`config.mk`:
```
export PLATFORM = sky130hd
export DESIGN_NAME = wu_cache_ctrl
export DESIGN_NICKNAME = d
export VERILOG_FILES = /design/src/rtl/wu_cache_ctrl.sv
export SDC_FILE = /design/constraint.sdc
export NUM_CORES = 1
export LEC_CHECK = 0
export ABC_CLOCK_PERIOD_IN_PS = 6500
export BUFFER_PORTS_ARGS = -buffer_cell sky130_fd_sc_hd__buf_2
export CAP_MARGIN = 20
export CORE_MARGIN = 5
export CORE_UTILIZATION = 64
export DETAILED_ROUTE_END_ITERATION = 8
export PLACE_DENSITY = 0.83
export SLEW_MARGIN = 15
export SYNTH_ARGS = -nofsm -noshare
export SYNTH_HDL_FRONTEND = slang
export SYNTH_SLANG_ARGS = --single-unit
```
`constraint.sdc`:
```
create_clock -name clk -period 6.5 [get_ports clk]
set_clock_uncertainty 0.05 [all_clocks]
set_input_delay 0.325 -clock clk [delete_from_list [all_inputs] [get_ports clk]]
set_output_delay 0.325 -clock clk [all_outputs]
set_load 0.02 [all_outputs]
```
`src/rtl/wu_cache_ctrl.sv`:
```
module wu_cache_ctrl #(
  parameter int ADDR_W = 8,
  parameter int DW     = 16,
  parameter int OFF_W  = 2,
  parameter int IDX_W  = 2
) (
  input  logic                      clk,
  input  logic                      rst_n,
  input  logic                      cpu_valid,
  output logic                      cpu_ready,
  input  logic                      cpu_we,
  input  logic [ADDR_W-1:0]         cpu_addr,
  input  logic [DW-1:0]             cpu_wdata,
  output logic                      cpu_rvalid,
  output logic [DW-1:0]             cpu_rdata,
  output logic                      req_valid,
  input  logic                      req_ready,
  output logic                      req_write,
  output logic [ADDR_W-1:0]         req_addr,
  output logic [DW-1:0]             req_data,
  input  logic                      rsp_valid,
  input  logic [1:0]                rsp_kind,
  input  logic [ADDR_W-1:0]         rsp_addr,
  input  logic [DW-1:0]             rsp_word,
  input  logic [DW*(2**OFF_W)-1:0]  rsp_line
);
  localparam int WORDS = 2 ** OFF_W;
  localparam int SETS  = 2 ** IDX_W;
  localparam int TAG_W = ADDR_W - IDX_W - OFF_W;

  localparam logic [1:0] L_NONE = 2'd0, L_SHRD = 2'd1, L_TRAN = 2'd2;
  localparam logic [1:0] C_IDLE = 2'd0, C_REQ = 2'd1, C_WSH = 2'd2, C_WWR = 2'd3;
  localparam logic [1:0] K_SHREP = 2'd0, K_WREP = 2'd1, K_UPD = 2'd2;

  logic [1:0]       lst  [SETS];
  logic [TAG_W-1:0] ltag [SETS];
  logic [DW-1:0]    mem  [SETS*WORDS];
  logic [1:0]       ctl;
  logic             pend_hit;

  wire [IDX_W-1:0] c_idx = cpu_addr[OFF_W +: IDX_W];
  wire [OFF_W-1:0] c_off = cpu_addr[OFF_W-1:0];
  wire [TAG_W-1:0] c_tag = cpu_addr[ADDR_W-1 -: TAG_W];
  wire             c_hit = (lst[c_idx] == L_SHRD) && (ltag[c_idx] == c_tag);

  wire [IDX_W-1:0] r_idx = rsp_addr[OFF_W +: IDX_W];
  wire [OFF_W-1:0] r_off = rsp_addr[OFF_W-1:0];
  wire [TAG_W-1:0] r_tag = rsp_addr[ADDR_W-1 -: TAG_W];
  wire             r_hit = (lst[r_idx] == L_SHRD) && (ltag[r_idx] == r_tag);

  assign cpu_ready = (ctl == C_IDLE);
  wire accept = cpu_valid && cpu_ready;
  wire fill   = rsp_valid && (rsp_kind == K_SHREP) && (ctl == C_WSH);
  wire wrel   = rsp_valid && (rsp_kind == K_WREP) && (ctl == C_WWR);
  wire wordup = rsp_valid && (rsp_kind == K_WREP || rsp_kind == K_UPD) && r_hit;

  always_ff @(posedge clk) begin
    if (!rst_n) begin
      ctl        <= C_IDLE;
      req_valid  <= 1'b0;
      req_write  <= 1'b0;
      req_addr   <= '0;
      req_data   <= '0;
      pend_hit   <= 1'b0;
      cpu_rvalid <= 1'b0;
      cpu_rdata  <= '0;
      for (int s = 0; s < SETS; s++) lst[s] <= L_NONE;
    end else begin
      cpu_rvalid <= 1'b0;
      if (ctl == C_REQ && req_ready) begin
        req_valid <= 1'b0;
        ctl <= !req_write ? C_WSH : (pend_hit ? C_WWR : C_IDLE);
      end
      if (accept) begin
        if (cpu_we) begin
          req_valid <= 1'b1;
          req_write <= 1'b1;
          req_addr  <= cpu_addr;
          req_data  <= cpu_wdata;
          pend_hit  <= c_hit;
          ctl       <= C_REQ;
        end else if (c_hit) begin
          cpu_rvalid <= 1'b1;
          cpu_rdata  <= mem[{c_idx, c_off}];
        end else begin
          lst[c_idx] <= L_TRAN;
          req_valid  <= 1'b1;
          req_write  <= 1'b0;
          req_addr   <= cpu_addr;
          req_data   <= '0;
          ctl        <= C_REQ;
        end
      end
      if (fill) begin
        lst[r_idx] <= L_SHRD;
        cpu_rvalid <= 1'b1;
        cpu_rdata  <= rsp_line[r_off*DW +: DW];
        ctl        <= C_IDLE;
      end
      if (wrel) ctl <= C_IDLE;
    end
  end

  always_ff @(posedge clk) begin
    if (accept && !cpu_we && !c_hit) ltag[c_idx] <= c_tag;
    if (fill) begin
      for (int w = 0; w < WORDS; w++) mem[{r_idx, OFF_W'(w)}] <= rsp_line[w*DW +: DW];
    end else if (wordup) begin
      mem[{r_idx, r_off}] <= rsp_word;
    end
  end

  AST_REQ_STABLE: assert property (@(posedge clk) disable iff (!rst_n)
    req_valid && !req_ready |=> req_valid && $stable(req_addr) && $stable(req_write) && $stable(req_data));
  AST_HIT_SILENT: assert property (@(posedge clk) disable iff (!rst_n)
    accept && !cpu_we && c_hit |=> cpu_rvalid && !req_valid);
  AST_MISS_REQ: assert property (@(posedge clk) disable iff (!rst_n)
    accept && !cpu_we && !c_hit |=> req_valid && !req_write && !cpu_ready);
  AST_STORE_STALL: assert property (@(posedge clk) disable iff (!rst_n)
    ctl == C_WWR && !(rsp_valid && rsp_kind == K_WREP) |=> !cpu_ready);
  AST_FILL_DONE: assert property (@(posedge clk) disable iff (!rst_n)
    ctl == C_WSH && rsp_valid && rsp_kind == K_SHREP |=> cpu_rvalid && cpu_ready);
  AST_ABSENT_FREE: assert property (@(posedge clk) disable iff (!rst_n)
    ctl == C_REQ && req_ready && req_write && !pend_hit |=> cpu_ready);
endmodule

```
* Word-level counts from Yosys, hierarchy flattened *
Memories as Yosys holds them, arrays and structs flattened.
Index checks and enable logic that the tools add are counted.

storage, ports and cells
  memories = 3
  output and inout bits = 44
  memory bits (writable) = 280
  bits in registers = 46

memory list
  memory  depth  bits a word  rd ports  clocked after memory_dff  wr ports  RTL line  source
  mem     16     16           1         0                         4         37        logic [DW-1:0] mem [SETS*WORDS];
  ltag    4      4            2         0                         1         36        logic [TAG_W-1:0] ltag [SETS];
  lst     4      2            2         0                         4         35        logic [1:0] lst [SETS];

cells by class
  mux-type cells = 48
  bitwise operators = 1
  eq/ne operators = 11
  reductions and logical operators = 26
  shift operators = 1

operators with widths
  kind                                                             number
  16-bit two-way mux                                               7
  64-bit by 7-bit variable part select with 16-bit output          1
  1-bit two-way mux                                                28
  2-bit two-way mux                                                10
  8-bit two-way mux                                                2
  16-bit OR reduction                                              1
  1-bit logical AND                                                12
  2-bit by 1-bit == test with 1-bit output, second input constant  4
  4-bit == test                                                    2
  2-bit == test, second input constant                             3
  2-bit zero test                                                  2
  4-bit two-way mux                                                1
  2-bit AND reduction                                              2
  2-bit nonzero test                                               2
  2-bit OR reduction                                               2
  3-bit AND reduction                                              1
  3-bit OR reduction                                               1
  1-bit zero test                                                  2
  2-bit by 1-bit != test with 1-bit output, second input constant  1
  2-bit != test, second input constant                             1
  1-bit logical OR                                                 1
  1-bit inverter                                                   1

* Logic depth before layout (Yosys ltp) *
An unclocked memory read counts as a cell.

  word-level depth = 11
  mapped depth = 10

* Worst setup path before layout *
No wires, ideal clock.

  path kind = input to register
  start = input port rsp_addr[2]
  end = memory mem[1][0] (enable)
  path buffers = 2
  library setup time = 372 ps
  setup slack = 3519 ps
  data arrival time = 2559 ps
  cell stages on the path = 8
  cells stage by stage = buf_6 mux4_2 xnor2_1 nand2_1 nor4b_4 nand2_4 buf_6 nand2_1

RTL lines
  item         RTL line  source
  from (decl)  23        input logic [ADDR_W-1:0] rsp_addr,
  to (decl)    37

==> results by stage <==
Run status:
- The flow ran to the end, and the final reports show no timing, DRC or antenna violations.

Critical path:
- Along the worst path, the maximum fanout reaches 17.
- The sort of element at the end of the critical path is a register.
- Counting stages on the worst path, the most repeated cell is nand2_1.
- The slowest stage of the critical path is the nand2_1 cell.
- Walking the worst path, the cells encountered are mux4_2, xnor2_1, nand2_1, nor3_2, nand2_1, nand2_1.
- The number of buffers and inverters on the critical path is 0.
- STA puts the critical path data required time at roughly 6.6 ns.
- The peak per-stage delay on the critical path is ~0.8 ns.
- By startpoint and endpoint, the worst setup path is classified as reg2reg.
- The worst setup path is launched from a register.
- Data on the critical path arrives at its endpoint at 3.80 ns.
- The kind of cell with the highest combined delay along the critical path is simple AND/OR/NAND/NOR gates.

Clock network:
- The total clock sinks is between 300 and 400.
- Counting the buffers created by CTS gives 35.
- The number of buffers on the longest clock path is 3.
- The number of gates given a new drive strength after cts is 0.
- The clock tree from TritonCTS is yes.
- The cell sitting at the root of the clock tree is a clkbuf_16.
- The clock reaches the later pin of the worst-skew pair after ~0.52 ns.
- Clock-pin slew was measured on the worst setup and hold paths at around 0.06 ns.
- The H-tree was split into 2 levels.

Global route:
- The number of antenna violations at the first check in global routing is 4.
- The total global routing overflow is 0.
- The first global-routing pass estimated around 76000 µm of wire.
- Entering global routing, the biggest net connects 76 pins.
- For this run, the total global-route usage over all layers was measured as 0.371.
- The via count of the first global-routing pass is roughly 11000.

Placement:
- The global placement routability congestion is around 1.0.
- Summed over all nets, the half-perimeter wirelength after detailed placement is roughly 36000 µm.
- The instance area at placement is 17600 µm².
- During placement, the flow inserted port buffers numbering 163.

Die:
- The number of top-level pins is approximately 160.
- The die outline area is roughly 30000 µm².
- The die width is ~170 µm.
- The initial utilization of the core area, before any placement, comes to 0.645.
- In this run the standard cell core region covers roughly 26000 µm².
- The vertical extent of the die is around 170 µm.
- The total number of placement rows is between 50 and 60.

Power:
- The peak supply drop is 0.212 mV.
- The leakage dissipation is around 7 nW.
- The total power per unit cell area is 248 nW/µm².

Worst hold path:
- The type of the tightest min-delay check is in2reg.

Yosys:
- The sequential element share of the synthesized area is 0.559.
- The number of different library cells in the post-synthesis netlist is between 40 and 50.
- The number of instances in the synthesized netlist is 1056.
- Among all flip-flop cells after synthesis, the most frequent one is edfxtp_1.
- The number of flops mapped to enable cells by yosys is 280.
- Each instance of the synthesized netlist takes up on average ~16 µm².
- The post-synthesis instance area is between 15000 and 20000 µm².
- After synthesis the netlist holds a flip-flop and latch count of around 330.
- During synthesis, Yosys emitted a total of 0 warnings.
- The number of nets handed over by synthesis was 1178.
- The share of synthesized registers carrying an async set or reset is 0.

Routing:
- The antenna violation net count after detailed routing is 0.
- The violation count after the first detailed-route iteration is roughly 1800.
- Summed over all layers, the routed wires come to 54400 µm.
- The via count normalized by instance count is roughly 7.2.
- The routed layout has 11200 vias.
- The number of optimization iterations in the first detailed-route pass is 5.
- The post-route DRC violation count is 0.
- The routed wirelength normalized by instance count is 34.8 µm.

Timing:
- The worst path in the final design needs a cycle of about 3.7 ns, including I/O delays and setup.
- Setup violations remaining at the end of the flow were counted as 0.
- The worst hold margin is 0.0644 ns.
- The final-report hold violation count is 0.
- Setup repair after global routing left no endpoint under its margin.
- The top achievable clock speed is approximately 270 MHz.
- For the pin with the worst max-slew slack, the measured transition is around 1 ns.
- Summed over all failing endpoints, the final setup total negative slack is 0 ns.
- In the finished design, the share of the clock period the worst path needs comes to 0.572.
- Measured against its own limit, the worst slew margin works out to 0.318.
- The number of slew-limit violations in the final report was 0.

Layout:
- The library cells used most frequently in the layout, excluding fill and tap cells, are edfxtp_1 (280), mux2_2 (222), buf_2 (162).
- The final-layout fill cell count is ~1600.
- Of the cells placed in the final design, the portion with a size suffix greater than 1 is 0.471.
- The multi-input combinational cells in the finished layout cover a total of 6960 µm².
- The final layout net count is roughly 1300.
- Across the whole layout, storage elements account for 9330 µm².
- The finished cells cover about 19000 µm².
- Relative to the synthesized area, the layout overhead comes to 12.9%.
- The library cell used most frequently in the layout, excluding fill and tap cells, is edfxtp_1.

Run:
- The max-cap check violation count is 0.
==> state kept, by name, summed over array words and instances (netlist names), 2 cells and up <==
register / count
ctl: 2
req_data: 16
req_addr: 8
lst: 8
ltag: 16
cpu_rdata: 16
mem: 256
==> synth_stat cells (2+ instances only) <==
master / instances / share of area
a22oi_1: 14 / 0.0063
mux2_2: 222 / 0.15
nand2_4: 4 / 0.0027
and2_1: 3 / 0.0011
buf_6: 5 / 0.0034
nor2_1: 9 / 0.0020
o211ai_1: 15 / 0.0068
edfxtp_1: 280 / 0.50
and3_1: 5 / 0.0019
inv_1: 8 / 0.0018
a31oi_1: 2 / 0.00075
nor3b_1: 3 / 0.0014
xor2_1: 3 / 0.0016
nand2_1: 107 / 0.024
xnor2_1: 8 / 0.0042
o21ai_0: 10 / 0.0030
mux4_2: 85 / 0.11
clkbuf_1: 48 / 0.011
a21oi_1: 4 / 0.0012
nor4_4: 2 / 0.0026
mux2_4: 36 / 0.032
nor2b_1: 11 / 0.0041
nor3_1: 7 / 0.0021
o31ai_1: 3 / 0.0014
a21boi_0: 4 / 0.0018
a32o_1: 16 / 0.0096
buf_1: 10 / 0.0023
dfxtp_1: 46 / 0.055
buf_2: 18 / 0.0054
nand3_1: 2 / 0.00060
ha_1: 2 / 0.0015
mux2i_1: 49 / 0.029
==> path summary, 6_finish.rpt <==
| check | from | endpoint | slack, ns | depth (start not counted) |
|---|---|---|---|---|
| worst max-delay path | ltag[3][2]$_DFFE_PP_ | mem[15][3]$_DFFE_PP_ | 2.78 | 6 |
| worst min-delay path | cpu_addr[7] | ltag[3][3]$_DFFE_PP_ | 0.06 | 1 |
| worst max register to register | ltag[3][2]$_DFFE_PP_ | mem[15][3]$_DFFE_PP_ | 2.78 | 6 |
| worst min register to register | req_addr[3]$_SDFFE_PN0P_ | req_addr[3]$_SDFFE_PN0P_ | 0.41 | 2 |
==> metrics by stage <==
| stage | util | worst slack [ns] | std cells | power [mW] |
|---|---|---|---|---|
| global route | 0.728 | 2.68 | 1557 | 4.76 |
| detailed placement | 0.682 | 2.59 | 1480 | 2.83 |
| global placement | 0.682 | 2.63 | 1480 | 2.82 |
| finish | 0.728 | 2.78 | 1561 | 4.66 |
| floorplan | - | 3.52 | 1056 | 2.61 |
| CTS | 0.728 | 2.82 | 1557 | 4.64 |
==> where the power goes <==
part	internal, mW	leakage, nW	switching, mW	total (mW)
clock	1.05	0.512	0.797	1.85
combinational	0.200	3.65	0.315	0.514
sequential	2.29	2.90	0.00999	2.30
total	3.54	7.07	1.12	4.66
==> layout make-up <==
| type | count | share of cell area |
|---|---|---|
| diodes | 4 | 0.000532 |
| clock buffers | 51 | 0.0521 |
| clock inverters | 10 | 0.00306 |
| inverters | 8 | 0.00160 |
| multi-input cells | 641 | 0.370 |
| flip-flops and latches | 326 | 0.496 |
| well taps | 335 | 0.0223 |
| repair buffers | 186 | 0.0548 |
==> cells by family (layout without fill, tap and decap cells) <==
kind of cell	Yosys count	after routing	share of synthesized area
compound gates	73	73	0.0335
xor+xnor	12	12	0.00675
fa+ha+maj	2	2	0.00150
buf+inv	89	255	0.0236
flops	326	326	0.559
mux	392	392	0.327
other cells	0	4	0
simple gates	162	162	0.0487
==> worst register-to-register path, cell delays in order (launching register included) <==
cell	delay, ns
edfxtp_1	0.40
mux4_2	0.50
xnor2_1	0.16
nand2_1	0.27
nor3_2	0.55
nand2_1	0.63
nand2_1	0.80
==> repair_timing <==
action / in CTS / in global routing
endpoints found under the hold margin: 16 / 0
setup buffers: 0 / 0
hold buffers: 16 / 0
==> metal layers <==
metal / part of all wire / up-vias / GRT usage
met1: 0.32 / 5403 / 0.483
met5: 0.0018 / - / 0
met3: 0.18 / 268 / 0.155
li1: - / 4470 / -
met4: 0.084 / 8 / 0.234
met2: 0.42 / 1066 / 0.518
(Power assumes the default switching activity.)
